[config.mk]
export PLATFORM = sky130hd
export DESIGN_NAME = rh_line_responder
export DESIGN_NICKNAME = d
export VERILOG_FILES = /design/src/rtl/rhl_pkg.sv /design/src/rtl/rhl_us_tick.sv /design/src/rtl/rhl_start_qual.sv /design/src/rtl/rhl_checksum.sv /design/src/rtl/rhl_frame_tx.sv /design/src/rtl/rh_line_responder.sv
export SDC_FILE = /design/constraint.sdc
export NUM_CORES = 1
export LEC_CHECK = 0
export BUFFER_PORTS_ARGS = -buffer_cell sky130_fd_sc_hd__buf_4
export CELL_PAD_IN_SITES_DETAIL_PLACEMENT = 0
export CELL_PAD_IN_SITES_GLOBAL_PLACEMENT = 1
export CORE_ASPECT_RATIO = 1.25
export CORE_MARGIN = 5
export CORE_UTILIZATION = 40
export CTS_CLUSTER_SIZE = 16
export DETAILED_ROUTE_END_ITERATION = 8
export PLACE_DENSITY = 0.78
export SETUP_SLACK_MARGIN = 0.5
export SLEW_MARGIN = 15
export SYNTH_ARGS = -nofsm -noshare
export SYNTH_HDL_FRONTEND = slang
export SYNTH_HIERARCHICAL = 1
export SYNTH_SLANG_ARGS = --single-unit
[constraint.sdc]
create_clock -name clk -period 3.5 [get_ports clk]
set_input_delay 0.175 -clock clk [delete_from_list [all_inputs] [get_ports clk]]
set_output_delay 0.175 -clock clk [all_outputs]
set_load 0.02 [all_outputs]
[src/rtl/rhl_pkg.sv]
package rhl_pkg;
   localparam int BYTE_W      = 8;
   localparam int DATA_BYTES  = 4;
   localparam int FRAME_BYTES = DATA_BYTES + 1;
   localparam int FRAME_W     = FRAME_BYTES * BYTE_W;

   typedef enum logic [2:0] {
      PH_IDLE   = 3'd0,
      PH_TURN   = 3'd1,
      PH_ACK_LO = 3'd2,
      PH_ACK_HI = 3'd3,
      PH_BIT_LO = 3'd4,
      PH_BIT_HI = 3'd5,
      PH_TAIL   = 3'd6
   } phase_t;
endpackage

[src/rtl/rhl_us_tick.sv]
module rhl_us_tick #(
   parameter int DIV = 1
) (
   input  logic clk,
   input  logic rst_n,
   input  logic clr,
   output logic tick
);
   generate
      if (DIV == 1) begin : g_direct
         logic unused_clr;
         assign unused_clr = clr;
         assign tick = 1'b1;
      end else begin : g_div
         localparam int CW = $clog2(DIV);
         localparam logic [CW-1:0] LAST = CW'(DIV - 1);
         logic [CW-1:0] cnt;
         always_ff @(posedge clk or negedge rst_n) begin
            if (!rst_n)           cnt <= '0;
            else if (clr)         cnt <= '0;
            else if (cnt == LAST) cnt <= '0;
            else                  cnt <= cnt + CW'(1);
         end
         assign tick = (cnt == LAST);
      end
   endgenerate
endmodule

[src/rtl/rhl_start_qual.sv]
module rhl_start_qual #(
   parameter int MIN_US = 18000
) (
   input  logic clk,
   input  logic rst_n,
   input  logic en,
   input  logic line_s,
   input  logic tick,
   output logic fall,
   output logic start
);
   localparam int CW = $clog2(MIN_US + 1);
   localparam logic [CW-1:0] MIN_V = CW'(MIN_US);

   logic          line_d;
   logic          rise;
   logic [CW-1:0] low_us;

   assign fall  = en & line_d & ~line_s;
   assign rise  = ~line_d & line_s;
   assign start = en & rise & (low_us == MIN_V);

   always_ff @(posedge clk or negedge rst_n) begin
      if (!rst_n) begin
         line_d <= 1'b1;
         low_us <= '0;
      end else begin
         line_d <= line_s;
         if (!en || fall || rise)
            low_us <= '0;
         else if (!line_s && tick && low_us != MIN_V)
            low_us <= low_us + CW'(1);
      end
   end
endmodule

[src/rtl/rhl_checksum.sv]
module rhl_checksum
   import rhl_pkg::*;
(
   input  logic [DATA_BYTES*BYTE_W-1:0] bytes_in,
   output logic [FRAME_W-1:0]           frame
);
   logic [BYTE_W-1:0] part [DATA_BYTES+1];

   assign part[0] = '0;
   generate
      for (genvar i = 0; i < DATA_BYTES; i++) begin : g_add
         assign part[i+1] = part[i] + bytes_in[(DATA_BYTES-1-i)*BYTE_W +: BYTE_W];
      end
   endgenerate

   assign frame = {bytes_in, part[DATA_BYTES]};
endmodule

[src/rtl/rhl_frame_tx.sv]
module rhl_frame_tx
   import rhl_pkg::*;
#(
   parameter int TURN_US      = 30,
   parameter int ACK_LOW_US   = 80,
   parameter int ACK_HIGH_US  = 80,
   parameter int BIT_LOW_US   = 50,
   parameter int ZERO_HIGH_US = 25,
   parameter int ONE_HIGH_US  = 80
) (
   input  logic               clk,
   input  logic               rst_n,
   input  logic               start,
   input  logic               tick,
   input  logic [FRAME_W-1:0] frame,
   output logic               adv,
   output logic               drive_low,
   output logic               busy,
   output logic               done
);
   localparam int M1     = (TURN_US > ACK_LOW_US) ? TURN_US : ACK_LOW_US;
   localparam int M2     = (ACK_HIGH_US > BIT_LOW_US) ? ACK_HIGH_US : BIT_LOW_US;
   localparam int M3     = (ZERO_HIGH_US > ONE_HIGH_US) ? ZERO_HIGH_US : ONE_HIGH_US;
   localparam int M12    = (M1 > M2) ? M1 : M2;
   localparam int MAX_US = (M12 > M3) ? M12 : M3;
   localparam int US_W   = $clog2(MAX_US + 1);
   localparam int IDX_W  = $clog2(FRAME_W);
   localparam logic [IDX_W-1:0] LAST_BIT = IDX_W'(FRAME_W - 1);

   phase_t            phase;
   logic [US_W-1:0]   us_cnt;
   logic [US_W-1:0]   dur_m1;
   logic [IDX_W-1:0]  bit_idx;
   logic [FRAME_W-1:0] shreg;

   always_comb begin
      unique case (phase)
         PH_TURN:   dur_m1 = US_W'(TURN_US - 1);
         PH_ACK_LO: dur_m1 = US_W'(ACK_LOW_US - 1);
         PH_ACK_HI: dur_m1 = US_W'(ACK_HIGH_US - 1);
         PH_BIT_LO: dur_m1 = US_W'(BIT_LOW_US - 1);
         PH_TAIL:   dur_m1 = US_W'(BIT_LOW_US - 1);
         PH_BIT_HI: dur_m1 = shreg[FRAME_W-1] ? US_W'(ONE_HIGH_US - 1)
                                              : US_W'(ZERO_HIGH_US - 1);
         default:   dur_m1 = '0;
      endcase
   end

   assign adv       = (phase != PH_IDLE) && tick && (us_cnt == dur_m1);
   assign busy      = (phase != PH_IDLE);
   assign drive_low = (phase == PH_ACK_LO) || (phase == PH_BIT_LO) || (phase == PH_TAIL);

   always_ff @(posedge clk or negedge rst_n) begin
      if (!rst_n) begin
         phase   <= PH_IDLE;
         us_cnt  <= '0;
         bit_idx <= '0;
         shreg   <= '0;
         done    <= 1'b0;
      end else begin
         done <= adv && (phase == PH_TAIL);
         if (start && phase == PH_IDLE) begin
            phase   <= PH_TURN;
            us_cnt  <= '0;
            bit_idx <= '0;
         end else if (adv) begin
            us_cnt <= '0;
            unique case (phase)
               PH_TURN: begin
                  phase <= PH_ACK_LO;
                  shreg <= frame;
               end
               PH_ACK_LO: phase <= PH_ACK_HI;
               PH_ACK_HI: phase <= PH_BIT_LO;
               PH_BIT_LO: phase <= PH_BIT_HI;
               PH_BIT_HI: begin
                  shreg <= {shreg[FRAME_W-2:0], 1'b0};
                  if (bit_idx == LAST_BIT) begin
                     phase <= PH_TAIL;
                  end else begin
                     bit_idx <= bit_idx + IDX_W'(1);
                     phase   <= PH_BIT_LO;
                  end
               end
               default: phase <= PH_IDLE;
            endcase
         end else if (tick && phase != PH_IDLE) begin
            us_cnt <= us_cnt + US_W'(1);
         end
      end
   end
endmodule

[src/rtl/rh_line_responder.sv]
module rh_line_responder
   import rhl_pkg::*;
#(
   parameter int CLK_HZ       = 50_000_000,
   parameter int SYNC_STAGES  = 2,
   parameter int START_MIN_US = 18000,
   parameter int TURN_US      = 30,
   parameter int ACK_LOW_US   = 80,
   parameter int ACK_HIGH_US  = 80,
   parameter int BIT_LOW_US   = 50,
   parameter int ZERO_HIGH_US = 25,
   parameter int ONE_HIGH_US  = 80
) (
   input  logic       clk,
   input  logic       rst_n,
   input  logic       line_in,
   output logic       drive_low,
   input  logic [7:0] hum_int,
   input  logic [7:0] hum_frac,
   input  logic [7:0] temp_int,
   input  logic [7:0] temp_frac,
   output logic       us_tick,
   output logic       busy,
   output logic       done
);
   localparam int DIV = CLK_HZ / 1_000_000;

   generate
      if (CLK_HZ < 1_000_000 || (CLK_HZ % 1_000_000) != 0) begin : g_bad_clk
         $error("CLK_HZ must be a whole multiple of 1 MHz");
      end
      if (SYNC_STAGES < 2) begin : g_bad_sync
         $error("SYNC_STAGES must be at least 2");
      end
      if (ONE_HIGH_US <= ZERO_HIGH_US) begin : g_bad_bits
         $error("ONE_HIGH_US must exceed ZERO_HIGH_US");
      end
      if (TURN_US < 1 || ACK_LOW_US < 1 || ACK_HIGH_US < 1 ||
          BIT_LOW_US < 1 || ZERO_HIGH_US < 1 || START_MIN_US < 1) begin : g_bad_dur
         $error("all durations must be at least 1 us");
      end
   endgenerate

   logic [SYNC_STAGES-1:0] sync_q;
   always_ff @(posedge clk or negedge rst_n) begin
      if (!rst_n) sync_q <= '1;
      else        sync_q <= {sync_q[SYNC_STAGES-2:0], line_in};
   end
   logic line_s;
   assign line_s = sync_q[SYNC_STAGES-1];

   logic tick, tick_clr, fall, start, adv;
   assign tick_clr = fall | start | adv;
   assign us_tick  = tick;

   rhl_us_tick #(.DIV(DIV)) u_tick (
      .clk(clk), .rst_n(rst_n), .clr(tick_clr), .tick(tick)
   );

   rhl_start_qual #(.MIN_US(START_MIN_US)) u_qual (
      .clk(clk), .rst_n(rst_n), .en(~busy), .line_s(line_s),
      .tick(tick), .fall(fall), .start(start)
   );

   logic [DATA_BYTES*BYTE_W-1:0] cap_q;
   always_ff @(posedge clk or negedge rst_n) begin
      if (!rst_n)     cap_q <= '0;
      else if (start) cap_q <= {hum_int, hum_frac, temp_int, temp_frac};
   end

   logic [FRAME_W-1:0] frame;
   rhl_checksum u_sum (.bytes_in(cap_q), .frame(frame));

   rhl_frame_tx #(
      .TURN_US(TURN_US), .ACK_LOW_US(ACK_LOW_US), .ACK_HIGH_US(ACK_HIGH_US),
      .BIT_LOW_US(BIT_LOW_US), .ZERO_HIGH_US(ZERO_HIGH_US), .ONE_HIGH_US(ONE_HIGH_US)
   ) u_tx (
      .clk(clk), .rst_n(rst_n), .start(start), .tick(tick), .frame(frame),
      .adv(adv), .drive_low(drive_low), .busy(busy), .done(done)
   );
endmodule

# Word level (Yosys, flattened, before mapping)
# Index checks and enable logic that the tools add are counted.
# word_totals
in_bits,35
elab_cells,80
output_inout_bits,4
regBits,113
# classes
addsub,7
bitwise_logic,11
n_mux,18
n_eq_ne,12
reduce_logical,22
# op_table
cell,count
one-hot mux 40 bit (2 select lines),1
two-way mux 6 bit,6
two-way mux 15 bit,2
two-way mux 7 bit,4
one-hot mux 7 bit (4 select lines),1
adder 8 bit,3
"adder 15 x 1 -> 15 bit, second input constant",1
"== test 15 bit, second input constant",1
"inequality test 15 bit, second input constant",1
one-hot mux 3 bit (5 select lines),1
"adder 6 x 1 -> 6 bit, second input constant",2
"== test 6 bit, second input constant",2
"== test 3 bit, second input constant",3
nonzero test 2 bit,4
"adder 7 x 1 -> 7 bit, second input constant",1
== test 7 bit,1
"== test 3 x 2 -> 1 bit, second input constant",2
logical AND 1 bit,6
two-way mux 3 bit,2
AND reduction 3 bit,2
nonzero test 3 bit,2
AND 1 bit,5
logical OR 1 bit,4
inverter 1 bit,4
7 further kinds,9

# Longest topological paths before layout
# Gate-level depths: netlist of run 1.
# logic_depth
ltp_word,7
depth_mapped,14

# Cells and area by module
# Netlist of run 1, hierarchy kept.
# modules_own_cells
mod,cells_per_inst,seq_area_each_um2,instances,area_each_um2
rhl_frame_tx,315,1426.4,1,3019.1
rh_line_responder,72,853.3,1,1407.6
rhl_start_qual,98,401.6,1,930.9
rhl_checksum,112,0.0,1,917.1
rhl_us_tick,26,150.1,1,281.5

# Worst setup path after synthesis of run 1
# Ideal clock, no wire load.
# synth_timing
path_type,flip-flop to flip-flop
from,reg cap_q[1]
to,reg u_tx.shreg[7]
n_path_buf,0
setup_time_ns,0.125
path_stages_with_launch,15
arrival_ns,2.770
required_ns,3.375
slack_ns,0.605
cell_sequence,dfrtp_1 > inv_1 > fa_1 > inv_1 > fa_1 > ha_1 > inv_1 > fa_1 > nor2b_4 > nor3_2 > o21bai_1 > a21oi_1 > xnor2_1 > mux2i_1 > o21ai_1
# synth_via
elab_chain_len,2
# synth_lines
item,line_no,text
start: declaration,rh_line_responder.sv:65,logic [DATA_BYTES*BYTE_W-1:0] cap_q;
start signal: assignment,rh_line_responder.sv:68,"else if (start) cap_q <= {hum_int, hum_frac, temp_int, temp_frac};"
adder 8 bit,rhl_checksum.sv:12,assign part[i+1] = part[i] + bytes_in[(DATA_BYTES-1-i)*BYTE_W +: BYTE_W];
net frame[7],rh_line_responder.sv:71,logic [FRAME_W-1:0] frame;
one-hot mux 40 bit (2 select lines),rhl_frame_tx.sv:68,unique case (phase)
end signal: assignment,rhl_frame_tx.sv:71,shreg <= frame;
end signal: assignment,rhl_frame_tx.sv:77,"shreg <= {shreg[FRAME_W-2:0], 1'b0};"
end: declaration,rhl_frame_tx.sv:34,logic [FRAME_W-1:0] shreg;
# The timed path passes the listed nets, and every way through them passes these cells.
# A chain may end at the register's enable or synchronous reset.

# Worst setup path after layout of run 1
# layout_timing
from,reg cap_q[17]
to,reg u_tx.shreg[7]
# layout_via
elab_chain_len,4
# layout_lines
item,line_no
adder 8 bit (3 in a row),rhl_checksum.sv:12
net frame[7],rh_line_responder.sv:71
one-hot mux 40 bit (2 select lines),rhl_frame_tx.sv:68
# The timed path passes the listed nets, and every way through them passes these cells.

==> results.py, run 1 <==
metrics = {
    "critical_path": {
        "rrSetupSlack_ns": 0.53,
        "critical_path_end_type": "flip-flop",
        "worstSetupPathDepth": 14,
        "timing.rr.end": "u_tx/shreg[7]$_DFFE_PN0P_",
        "worst_path_largest_cell_delay_ns": 0.53,
        "worstPathMaxFanout": 3,
        "crit_buf_inv": 3,
        "timing.critical_path.slowest_stage_cell": "sky130_fd_sc_hd__fa_1",
        "crit_path_start_kind": "flip-flop",
        "reg2reg_from": "cap_q[17]$_DFFE_PN0P_",
        "r2r.worst_path.cells": 14,
        "worst_ep_required_time_ns": 3.78,
        "crit_start": "cap_q[17]$_DFFE_PN0P_",
        "timing.critical_path.arrival_ns": 3.25,
        "path_cells": "inv_2 -> fa_1 -> inv_1 -> fa_1 -> ha_2 -> inv_2 -> fa_2 -> nor2b_4 -> nor3_2 -> o21bai_1 -> a21oi_1 -> xnor2_1 -> mux2i_1 -> o21ai_1",
        "path_class": "flip-flop to flip-flop",
        "critical_path.top_delay_family": "adder cells",
    },
    "synthesis": {
        "avgSynthCellArea_sq_um": 10.52,
        "synthesis.instances": 623,
        "postSynthRegisterBits": 113,
        "yosys.cell_types.count": 63,
        "ys.flop_type": "sky130_fd_sc_hd__dfrtp_1",
        "mappedNetlistArea_sq_um": 6556,
        "postSynthNetCount": 685,
        "ys.warnings.count": 6,
        "seq_area_frac_synth_pct": 43.19,
        "ys_async_sr_fraction_pct": 100.0,
        "number_of_enable_type_register_cells_in_the_synthesized_netlist": 0,
    },
    "clock_tree": {
        "cts_root_buffer": "sky130_fd_sc_hd__clkbuf_16",
        "worst_setup_hold_path_clk_slew_ns": 0.06,
        "numCtsBuffers": 17,
        "cts_tree": "done",
        "htree_depth": 4,
        "clk-insertion-delay-late_ns": 0.41,
        "clock_path_buffers": 2,
        "cts.sinks": 113,
    },
    "global_route": {
        "grt_start_max_net_pins": 114,
        "antenna_found_initial": 0,
        "overflow": 0,
        "first_pass_grt_wire_length_mm": 23.61,
        "track_usage_pct": 14.98,
        "via_count_of_the_first_global_routing_pass": 4769,
    },
    "min_path": {
        "timing.hold.worst.class": "input port to flip-flop",
        "hold_path.startpoint": "temp_frac[1]",
        "whs_endpoint": "cap_q[1]$_DFFE_PN0P_",
        "min_delay_path_depth": 2,
    },
    "sta": {
        "worstMarginPinSlew_ns": 0.6819,
        "final_period_minus_worst_setup_slack_ns": 2.967,
        "max_freq_mhz": 337.0,
        "clock-skew-final_ns": 0.008110,
        "finalHoldViolations": 0,
        "final_max_slew_viol_count": 0,
        "setup-violations-final": 0,
        "setup_tns_final_ns": 0,
        "maxSlewHeadroom_pct": 54.54,
        "fin_crit_sh_pct": 84.78,
        "unrepaired_setup_endpoints_after_global_routing": "yes",
    },
    "die": {
        "std_cell_rows": 52,
        "initial_utilization_pct": 40.63,
        "core_area_sq_um": 16140,
        "die_area_sq_um": 19070,
        "num_ports": 39,
        "die_y_um": 153.1,
        "die_w_um": 124.5,
    },
    "cells_and_area": {
        "diodes": 0,
        "layout-area-overhead-vs-synth_pct": 17.33,
        "fin_nets": 725,
        "layout.filler_cells": 1529,
        "post_route_cells_drive_above_1_share_pct": 20.71,
    },
    "drt": {
        "dr.first_iter.drc_count": 313,
        "detail_route.drc_violations": 0,
        "wirelength_mm": 13.67,
        "drt-pass1-iter-count": 7,
        "detail-route-antenna-nets": 0,
        "total_via_count_in_the_routed_design": 4604,
        "vias_per_inst": 5.161,
        "wire_per_inst_um": 15.33,
    },
    "placement": {
        "dp.final_hpwl_mm": 9.106,
        "port_buffers": 38,
        "place_congestion": 0.8405,
    },
    "outcome": {
        "outcome": "finished, final reports clean",
    },
    "power_and_ir_drop": {
        "p_leak_uw": 0.003583,
        "totalPowerFinal_uw": 3079,
        "ir_drop_mv": 0.2785,
        "power.density_cell_area_nw_per_um2": 400.2,
    },
    "job": {
        "cap_viol_max_count": 0,
    },
}
synthesized netlist by cell type (3+ instances only):
cell,number,area [sq um]
sky130_fd_sc_hd__o21ai_0,43,215.2
sky130_fd_sc_hd__buf_4,33,247.7
sky130_fd_sc_hd__dfstp_2,3,78.83
sky130_fd_sc_hd__mux2i_1,41,410.4
sky130_fd_sc_hd__and3_1,3,18.77
sky130_fd_sc_hd__and2_1,4,25.02
sky130_fd_sc_hd__a21oi_1,18,90.09
sky130_fd_sc_hd__o21ai_1,51,255.2
sky130_fd_sc_hd__nand3b_1,4,30.03
sky130_fd_sc_hd__fa_1,14,280.3
sky130_fd_sc_hd__xor2_1,10,87.58
sky130_fd_sc_hd__xnor2_1,16,140.1
sky130_fd_sc_hd__nand2_1,26,97.59
sky130_fd_sc_hd__nand2b_1,5,31.28
sky130_fd_sc_hd__mux2_4,30,450.4
sky130_fd_sc_hd__or3_1,10,62.56
sky130_fd_sc_hd__nor4_1,5,31.28
sky130_fd_sc_hd__or4_1,4,30.03
sky130_fd_sc_hd__inv_1,50,187.7
sky130_fd_sc_hd__ha_1,13,162.7
sky130_fd_sc_hd__buf_12,3,60.06
sky130_fd_sc_hd__nor2b_1,5,31.28
sky130_fd_sc_hd__nand4_1,5,31.28
sky130_fd_sc_hd__buf_2,11,55.05
sky130_fd_sc_hd__clkbuf_1,13,48.80
sky130_fd_sc_hd__dfrtp_1,110,2753
sky130_fd_sc_hd__nand3_1,15,75.07
sky130_fd_sc_hd__nor2_1,29,108.9
sky130_fd_sc_hd__and4_1,3,26.28
metrics by stage:
stage	cell area (sq um)	utilization, %	hold slack (ns)	worst slack, ns	cells
after global routing	7692	47.67	0.004284	0.3637	892
after detailed placement	6755	41.87	0.2862	0.4302	821
final	7692	47.67	0.01420	0.5326	892
after global placement	6755	41.87	0.2838	0.4836	821
after CTS	7636	47.32	0.002687	0.4950	886
after floorplan	6556	-	-0.1206	0.6047	623
worst max-delay path by stage:
stage,endpoint,slack [ns]
after floorplan,u_tx/shreg[7]$_DFFE_PN0P_,0.60
after global placement,u_tx/shreg[7]$_DFFE_PN0P_,0.48
after detailed placement,u_tx/shreg[7]$_DFFE_PN0P_,0.43
after CTS,u_tx/shreg[6]$_DFFE_PN0P_,0.49
after global routing,u_tx/shreg[7]$_DFFE_PN0P_,0.36
final,u_tx/shreg[7]$_DFFE_PN0P_,0.53
cells by family after synthesis:
| family | after synthesis | synth area share, % |
|---|---|---|
| DFF | 113 | 43.19 |
| xor gates and xnor gates | 26 | 3.473 |
| buffers and inverters | 114 | 9.618 |
| and+or+nand+nor | 137 | 11.93 |
| muxes | 73 | 13.47 |
| adders and majority gates | 27 | 6.756 |
| AOI/OAI and AO/OA | 133 | 11.57 |
what timing repair did:
action                     CTS  global route
hold endpoints to repair   141             0
buffers inserted             1             6
pin swaps                    0            10
setup endpoints to repair    1            48
resized for setup            1             8
hold buffers                32             0
cloned                       0             0
metal layers:
| layer | global-route usage [%] | routed length [um] | vias up |
|---|---|---|---|
| li1 | - | - | 2199 |
| met1 | 18.58 | 5894 | 2301 |
| met2 | 25.49 | 7111 | 84 |
| met3 | 3.421 | 370 | 20 |
| met4 | 5.587 | 297 | 0 |
| met5 | 0 | 0 | - |
cell usage in the layout (no fill, tap or decap), types with 6 or more instances in the layout:
cell type and n:
sky130_fd_sc_hd__o21ai_1 51, sky130_fd_sc_hd__or3_1 10, sky130_fd_sc_hd__o21ai_0 43, sky130_fd_sc_hd__fa_1 13
sky130_fd_sc_hd__dfrtp_1 108, sky130_fd_sc_hd__ha_1 12, sky130_fd_sc_hd__nand3_1 15, sky130_fd_sc_hd__xnor2_1 16
sky130_fd_sc_hd__nor2_1 29, sky130_fd_sc_hd__buf_4 49, sky130_fd_sc_hd__nand2_1 25, sky130_fd_sc_hd__a21oi_1 18
sky130_fd_sc_hd__dlygate4sd3_1 32, sky130_fd_sc_hd__inv_1 47, sky130_fd_sc_hd__mux2_4 30, sky130_fd_sc_hd__clkinv_2 6
sky130_fd_sc_hd__mux2i_1 41, sky130_fd_sc_hd__xor2_1 10, sky130_fd_sc_hd__clkbuf_16 17
where the power goes:
group	total (uW)	internal [uW]	leakage (uW)	switching, uW
Sequential	1350	1330	0.00156	20.6
Combinational	133	70.5	0.00176	62.4
Clock	1600	1010	0.000266	592
Total	3080	2400	0.00358	675
sequential cells by signal, indices dropped and copies added (netlist names):
name,flops
u_qual/low_us,15
sync_q,2
cap_q,32
u_tx/done,1
u_qual/line_d,1
u_tx/us_cnt,7
u_tx/bit_idx,6
u_tx/shreg,40
u_tx/phase,3
u_tick/g_div.cnt,6
area by class of cell:
class                           count  area [sq um]  area share [%]
Multi-Input combinational cell    396          3103           40.34
Sequential cell                   113          2834           36.84
Timing Repair Buffer               84         742.0           9.645
Clock buffer                       22         464.2           6.034
Tap cell                          216         270.3           3.513
Inverter                           51         192.7           2.505
Clock inverter                     10         86.33           1.122
Power figures use the tool's default switching activity.
==> run 2, diff against run 1 <==
==> constraint.sdc (replaced) <==
create_clock -name clk -period 2.8 [get_ports clk]
set_input_delay 0.14 -clock clk [delete_from_list [all_inputs] [get_ports clk]]
set_output_delay 0.14 -clock clk [all_outputs]
set_load 0.02 [all_outputs]
==> results.py, run 2 (same netlist as run 1, synthesis figures left out) <==
metrics = {
    "critical_path": {
        "path_cells": "inv_2 -> fa_1 -> inv_1 -> fa_1 -> ha_2 -> inv_2 -> fa_2 -> nor2b_4 -> nor3_2 -> o21bai_1 -> a21oi_1 -> xnor2_1 -> mux2i_1 -> o21ai_1",
        "critical_path.top_delay_family": "adder cells",
        "worstPathMaxFanout": 2,
        "worst_ep_required_time_ns": 3.09,
        "path_class": "flip-flop to flip-flop",
        "reg2reg_from": "cap_q[1]$_DFFE_PN0P_",
        "crit_buf_inv": 3,
        "critical_path_end_type": "flip-flop",
        "r2r.worst_path.cells": 14,
        "rrSetupSlack_ns": -0.09,
        "crit_path_start_kind": "flip-flop",
        "timing.critical_path.arrival_ns": 3.17,
        "crit_start": "cap_q[1]$_DFFE_PN0P_",
        "worst_path_largest_cell_delay_ns": 0.52,
        "worstSetupPathDepth": 14,
        "timing.critical_path.slowest_stage_cell": "sky130_fd_sc_hd__fa_1",
        "setup.worst_path.end": "u_tx/shreg[7]$_DFFE_PN0P_",
        "timing.rr.end": "u_tx/shreg[7]$_DFFE_PN0P_",
    },
    "placement": {
        "place_congestion": 0.8295,
        "placed_cells": 840,
        "port_buffers": 38,
        "placement.cell_area_sq_um": 6917,
        "dp.final_hpwl_mm": 9.386,
    },
    "global_route": {
        "track_usage_pct": 15.89,
        "antenna_found_initial": 0,
        "via_count_of_the_first_global_routing_pass": 4998,
        "first_pass_grt_wire_length_mm": 24.87,
        "overflow": 0,
        "grt_start_max_net_pins": 114,
    },
    "cells_and_area": {
        "diodes": 0,
        "final_cells": 936,
        "finalInstanceArea_sq_um": 8582,
        "layout.filler_cells": 1422,
        "register_area_sq_um": 2836,
        "registers.top_by_ff_count": "u_tx/shreg",
        "fin_util_pct": 53.19,
        "mostFrequentLayoutCell": "sky130_fd_sc_hd__dfrtp_1",
        "layout.cells.most_common_list": "sky130_fd_sc_hd__dfrtp_1, sky130_fd_sc_hd__buf_4, sky130_fd_sc_hd__o21ai_1, sky130_fd_sc_hd__inv_1, sky130_fd_sc_hd__mux2i_1",
        "fin_nets": 769,
        "layout-area-overhead-vs-synth_pct": 30.90,
        "footprint_of_the_multi_input_gates_sq_um": 3436,
        "post_route_cells_drive_above_1_share_pct": 34.44,
        "layout_top_registers": "u_tx/shreg x40, cap_q x32, u_qual/low_us x15",
        "flip_flop_count_of_the_largest_register_after_layout": 40,
    },
    "clock_tree": {
        "numCtsBuffers": 17,
        "htree_depth": 4,
        "cts_root_buffer": "sky130_fd_sc_hd__clkbuf_16",
        "worst_setup_hold_path_clk_slew_ns": 0.05,
        "clock_path_buffers": 2,
        "cts_tree": "done",
        "clk-insertion-delay-late_ns": 0.41,
        "cts.sinks": 113,
    },
    "die": {
        "die_w_um": 124.5,
        "die_area_sq_um": 19070,
        "core_area_sq_um": 16140,
        "num_ports": 39,
        "initial_utilization_pct": 40.63,
        "die_y_um": 153.1,
        "std_cell_rows": 52,
    },
    "sta": {
        "max_freq_mhz": 346.3,
        "maxSlewHeadroom_pct": 54.07,
        "finalHoldViolations": 0,
        "unrepaired_setup_endpoints_after_global_routing": "yes",
        "clock-skew-final_ns": 0.01470,
        "fin_crit_sh_pct": 103.1,
        "final_period_minus_worst_setup_slack_ns": 2.888,
        "final_max_slew_viol_count": 0,
        "setup-violations-final": 1,
        "setup_tns_final_ns": -0.08763,
        "layout_setup_ws_ns": -0.08763,
        "worstMarginPinSlew_ns": 0.6890,
    },
    "power_and_ir_drop": {
        "p_leak_uw": 0.003964,
        "power.density_cell_area_nw_per_um2": 459.4,
        "totalPowerFinal_uw": 3943,
        "ir_drop_mv": 0.3204,
    },
    "min_path": {
        "timing.hold.worst.class": "input port to asynchronous set/reset pin",
    },
    "outcome": {
        "violations": "negative setup slack",
        "outcome": "complete, but fails checks",
    },
    "drt": {
        "drt-pass1-iter-count": 4,
        "dr.first_iter.drc_count": 307,
        "wirelength_mm": 15.42,
        "detail-route-antenna-nets": 0,
        "total_via_count_in_the_routed_design": 4867,
        "wire_per_inst_um": 16.47,
        "vias_per_inst": 5.200,
        "detail_route.drc_violations": 0,
    },
    "job": {
        "cap_viol_max_count": 0,
    },
}
run 2: changes by cell type in the layout (fill, tap and decap cells not counted), moves of 4 or more:
cell	delta
sky130_fd_sc_hd__a21oi_1	-6
sky130_fd_sc_hd__o21ai_2	+34
sky130_fd_sc_hd__buf_6	+10
sky130_fd_sc_hd__o21ai_1	-4
sky130_fd_sc_hd__buf_4	+22
sky130_fd_sc_hd__a21oi_2	+6
sky130_fd_sc_hd__o21ai_0	-31
sky130_fd_sc_hd__buf_12	+7
run 2: worst min path at each step:
stage,from,to,slack (ns),cells past startpoint
3_5_place_dp,line_in,sync_q[0]$_DFF_PN1_,0.25,1
2_1_floorplan,rst_n,cap_q[0]$_DFFE_PN0P_,-0.16,0
6_report,rst_n,u_qual/low_us[11]$_DFFE_PN0P_,0.35,3
5_1_grt,sync_q[0]$_DFF_PN1_,sync_q[1]$_DFF_PN1_,0.36,0
4_1_cts,sync_q[0]$_DFF_PN1_,sync_q[1]$_DFF_PN1_,0.36,0
3_3_place_gp,line_in,sync_q[0]$_DFF_PN1_,0.25,1
run 2: power breakdown:
part           internal [uW]  leakage [uW]  switching, uW  total (uW)
combinational           91.3       0.00213           81.1         172
sequential              1660       0.00156           25.3        1690
clock                   1370      0.000278            711        2090
total                   3130       0.00396            817        3940
run 2: worst reg2reg max path, delay by kind of cell (launching register included):
kind	cells	cell delay (ns)
fa+ha+maj	4	1.54
flops	1	0.35
compound gates	3	0.30
simple gates	2	0.18
mux	1	0.14
buf+inv	3	0.13
xor+xnor	1	0.13
run 2: timing repair:
item                                    4_1_cts  5_1_grt
endpoints found under the setup margin       95       97
resized for setup                            33      107
endpoints found under the hold margin       143        0
cloned                                        2        3
pin swaps                                    12       17
hold buffers                                 34        0
buffers inserted                             18        7
run 2: stage by stage:
stage / hold WS (ns) / setup slack (ns)
after global routing: 0.3647 / -0.2952
after detailed placement: 0.2527 / -0.1127
final: 0.3451 / -0.08763
after global placement: 0.2521 / -0.08006
after floorplan: -0.1556 / -0.009683
after CTS: 0.3586 / -0.08766
run 2: final cells by class:
cell class	instances	area share, %
Tap cell	216	3.149
Multi-Input combinational cell	396	40.04
Inverter	51	2.289
Clock inverter	6	0.9622
Timing Repair Buffer	128	14.81
Sequential cell	113	33.05
Clock buffer	26	5.701
run 2: layer usage:
layer / routed length [um] / share of wire [%] / GRT usage [%] / vias to the layer above
li1: - / - / - / 2303
met1: 6488 / 42 / 19.19 / 2479
met2: 8408 / 55 / 27.99 / 73
met3: 391 / 2.5 / 3.665 / 12
met4: 129 / 0.84 / 5.170 / 0
met5: 0 / 0 / 0 / -
==> run 3, diff against run 2 <==
--- a/config.mk
+++ b/config.mk
@@ -15,6 +15,7 @@
 export DETAILED_ROUTE_END_ITERATION = 8
 export PLACE_DENSITY = 0.78
 export SETUP_SLACK_MARGIN = 0.5
+export SKIP_LAST_GASP = 1
 export SLEW_MARGIN = 15
 export SYNTH_ARGS = -nofsm -noshare
 export SYNTH_HDL_FRONTEND = slang
==> results.py, run 3 (same netlist as run 1, synthesis figures left out) <==
metrics = {
    "sta": {
        "final_max_slew_viol_count": 0,
        "final_period_minus_worst_setup_slack_ns": 2.900,
        "clock-skew-final_ns": 0.009486,
        "finalHoldViolations": 0,
        "layout_setup_ws_ns": -0.09957,
        "maxSlewHeadroom_pct": 54.32,
        "unrepaired_setup_endpoints_after_global_routing": "yes",
        "worstMarginPinSlew_ns": 0.6851,
        "setup-violations-final": 1,
        "max_freq_mhz": 344.9,
        "fin_crit_sh_pct": 103.6,
    },
    "die": {
        "initial_utilization_pct": 40.63,
        "std_cell_rows": 52,
        "die_area_sq_um": 19070,
        "num_ports": 39,
        "die_y_um": 153.1,
        "die_w_um": 124.5,
        "core_area_sq_um": 16140,
    },
    "global_route": {
        "via_count_of_the_first_global_routing_pass": 4989,
        "grt_start_max_net_pins": 114,
        "overflow": 0,
        "antenna_found_initial": 0,
        "track_usage_pct": 15.88,
        "first_pass_grt_wire_length_mm": 24.85,
    },
    "clock_tree": {
        "cts_root_buffer": "sky130_fd_sc_hd__clkbuf_16",
        "clock_path_buffers": 2,
        "cts.sinks": 113,
        "cts_tree": "done",
        "clk-insertion-delay-late_ns": 0.41,
        "worst_setup_hold_path_clk_slew_ns": 0.05,
        "htree_depth": 4,
        "numCtsBuffers": 17,
    },
    "critical_path": {
        "crit_start": "cap_q[1]$_DFFE_PN0P_",
        "critical_path_end_type": "flip-flop",
        "worst_ep_required_time_ns": 3.08,
        "timing.critical_path.arrival_ns": 3.18,
        "worstPathMaxFanout": 2,
        "path_class": "flip-flop to flip-flop",
        "crit_path_start_kind": "flip-flop",
        "reg2reg_from": "cap_q[1]$_DFFE_PN0P_",
    },
    "placement": {
        "port_buffers": 38,
        "placed_cells": 840,
        "placement.cell_area_sq_um": 6917,
        "place_congestion": 0.8295,
        "dp.final_hpwl_mm": 9.386,
        "placement.setup.worst_slack_ns": -0.1127,
    },
    "cells_and_area": {
        "finalInstanceArea_sq_um": 8582,
        "layout-area-overhead-vs-synth_pct": 30.90,
        "diodes": 0,
        "flip_flop_count_of_the_largest_register_after_layout": 40,
        "fin_util_pct": 53.19,
        "mostFrequentLayoutCell": "sky130_fd_sc_hd__dfrtp_1",
        "layout_top_registers": "u_tx/shreg x40, cap_q x32, u_qual/low_us x15",
        "layout.cells.most_common_list": "sky130_fd_sc_hd__dfrtp_1, sky130_fd_sc_hd__buf_4, sky130_fd_sc_hd__o21ai_1, sky130_fd_sc_hd__inv_1, sky130_fd_sc_hd__mux2i_1",
        "final_cells": 939,
        "post_route_cells_drive_above_1_share_pct": 34.16,
        "fin_nets": 772,
        "registers.top_by_ff_count": "u_tx/shreg",
    },
    "drt": {
        "wire_per_inst_um": 16.48,
        "detail-route-antenna-nets": 0,
        "drt-pass1-iter-count": 7,
        "detail_route.drc_violations": 0,
        "wirelength_mm": 15.48,
        "vias_per_inst": 5.164,
        "total_via_count_in_the_routed_design": 4849,
        "dr.first_iter.drc_count": 292,
    },
    "power_and_ir_drop": {
        "totalPowerFinal_uw": 3943,
        "p_leak_uw": 0.003959,
        "seq_power_share_pct": 42.7,
        "clock_power_share_pct": 52.9,
        "power.switching_uw": 817.2,
        "combinationalPowerShare_pct": 4.4,
        "power.density_cell_area_nw_per_um2": 459.4,
        "ir_drop_mv": 0.3215,
        "internal_power_uw": 3126,
        "p_sw_share_pct": 20.73,
    },
    "outcome": {
        "violations": "negative setup slack",
        "outcome": "complete, but fails checks",
    },
    "job": {
        "cap_viol_max_count": 0,
    },
    "min_path": {
        "timing.hold.worst.class": "input port to asynchronous set/reset pin",
    },
}
-- run 3: power by group through the flow --
stage	clock network, uW	logic (uW)	registers, uW
3_5_place_dp	0	137	1710
2_1_floorplan	0	50.0	1710
6_report	2090	172	1690
5_1_grt	2220	196	1690
4_1_cts	2130	177	1680
3_3_place_gp	0	132	1710
-- run 3: final timing paths --
kind,to,slack (ns),depth (start not counted)
max in group asynchronous,u_tx/phase[1]$_DFFE_PN0P_,1.95,3
min in group clk,sync_q[1]$_DFF_PN1_,0.36,0
setup / recovery,u_tx/shreg[7]$_DFFE_PN0P_,-0.1,14
setup reg to reg,u_tx/shreg[7]$_DFFE_PN0P_,-0.1,14
hold / removal,u_qual/low_us[11]$_DFFE_PN0P_,0.33,3
hold reg to reg,sync_q[1]$_DFF_PN1_,0.36,0
-- run 3: timing repair --
action,CTS,global route
pin swaps,11,16
hold buffers,34,0
endpoints found under the hold margin,143,0
resized for setup,29,101
endpoints found under the setup margin,95,96
gates cloned,2,5
setup buffers,18,8
-- run 3: critical path, cell delays in order, from the launching register on --
cell and delay (ns):
sky130_fd_sc_hd__dfrtp_1 0.35, sky130_fd_sc_hd__inv_2 0.04, sky130_fd_sc_hd__fa_1 0.52, sky130_fd_sc_hd__inv_1 0.05
sky130_fd_sc_hd__fa_1 0.48, sky130_fd_sc_hd__ha_2 0.18, sky130_fd_sc_hd__inv_2 0.04, sky130_fd_sc_hd__fa_2 0.36
sky130_fd_sc_hd__nor2b_4 0.13, sky130_fd_sc_hd__nor3_2 0.05, sky130_fd_sc_hd__o21bai_1 0.13, sky130_fd_sc_hd__a21oi_1 0.09
sky130_fd_sc_hd__xnor2_1 0.13, sky130_fd_sc_hd__mux2i_1 0.14, sky130_fd_sc_hd__o21ai_1 0.08
-- run 3: final cells by class --
| cell class | instances | area, sq um |
|---|---|---|
| Multi-Input combinational cell | 396 | 3411 |
| Tap cell | 216 | 270.3 |
| Timing Repair Buffer | 131 | 1296 |
| Clock inverter | 6 | 82.58 |
| Fill cell | 1424 | 7553 |
| Inverter | 51 | 196.4 |
| Clock buffer | 26 | 489.2 |
| Sequential cell | 113 | 2836 |
-- run 3: per-layer routing --
metal  vias up  track usage [%]  share of wire [%]  routed length, um
met5         -                0                  0                  0
met4         0            5.170                1.7                261
met3        16            3.665                3.3                509
met2        94            27.94                 53               8274
met1      2437            19.21                 42               6430
li1       2302                -                  -                  -
-- run 3: stage by stage --
step,setup TNS [ns],hold WS [ns]
after CTS,-0.08766,0.3586
after floorplan,-0.009683,-0.1556
after global routing,-0.5975,0.3647
after detailed placement,-0.1127,0.2527
final,-0.09957,0.3290
after global placement,-0.08006,0.2521
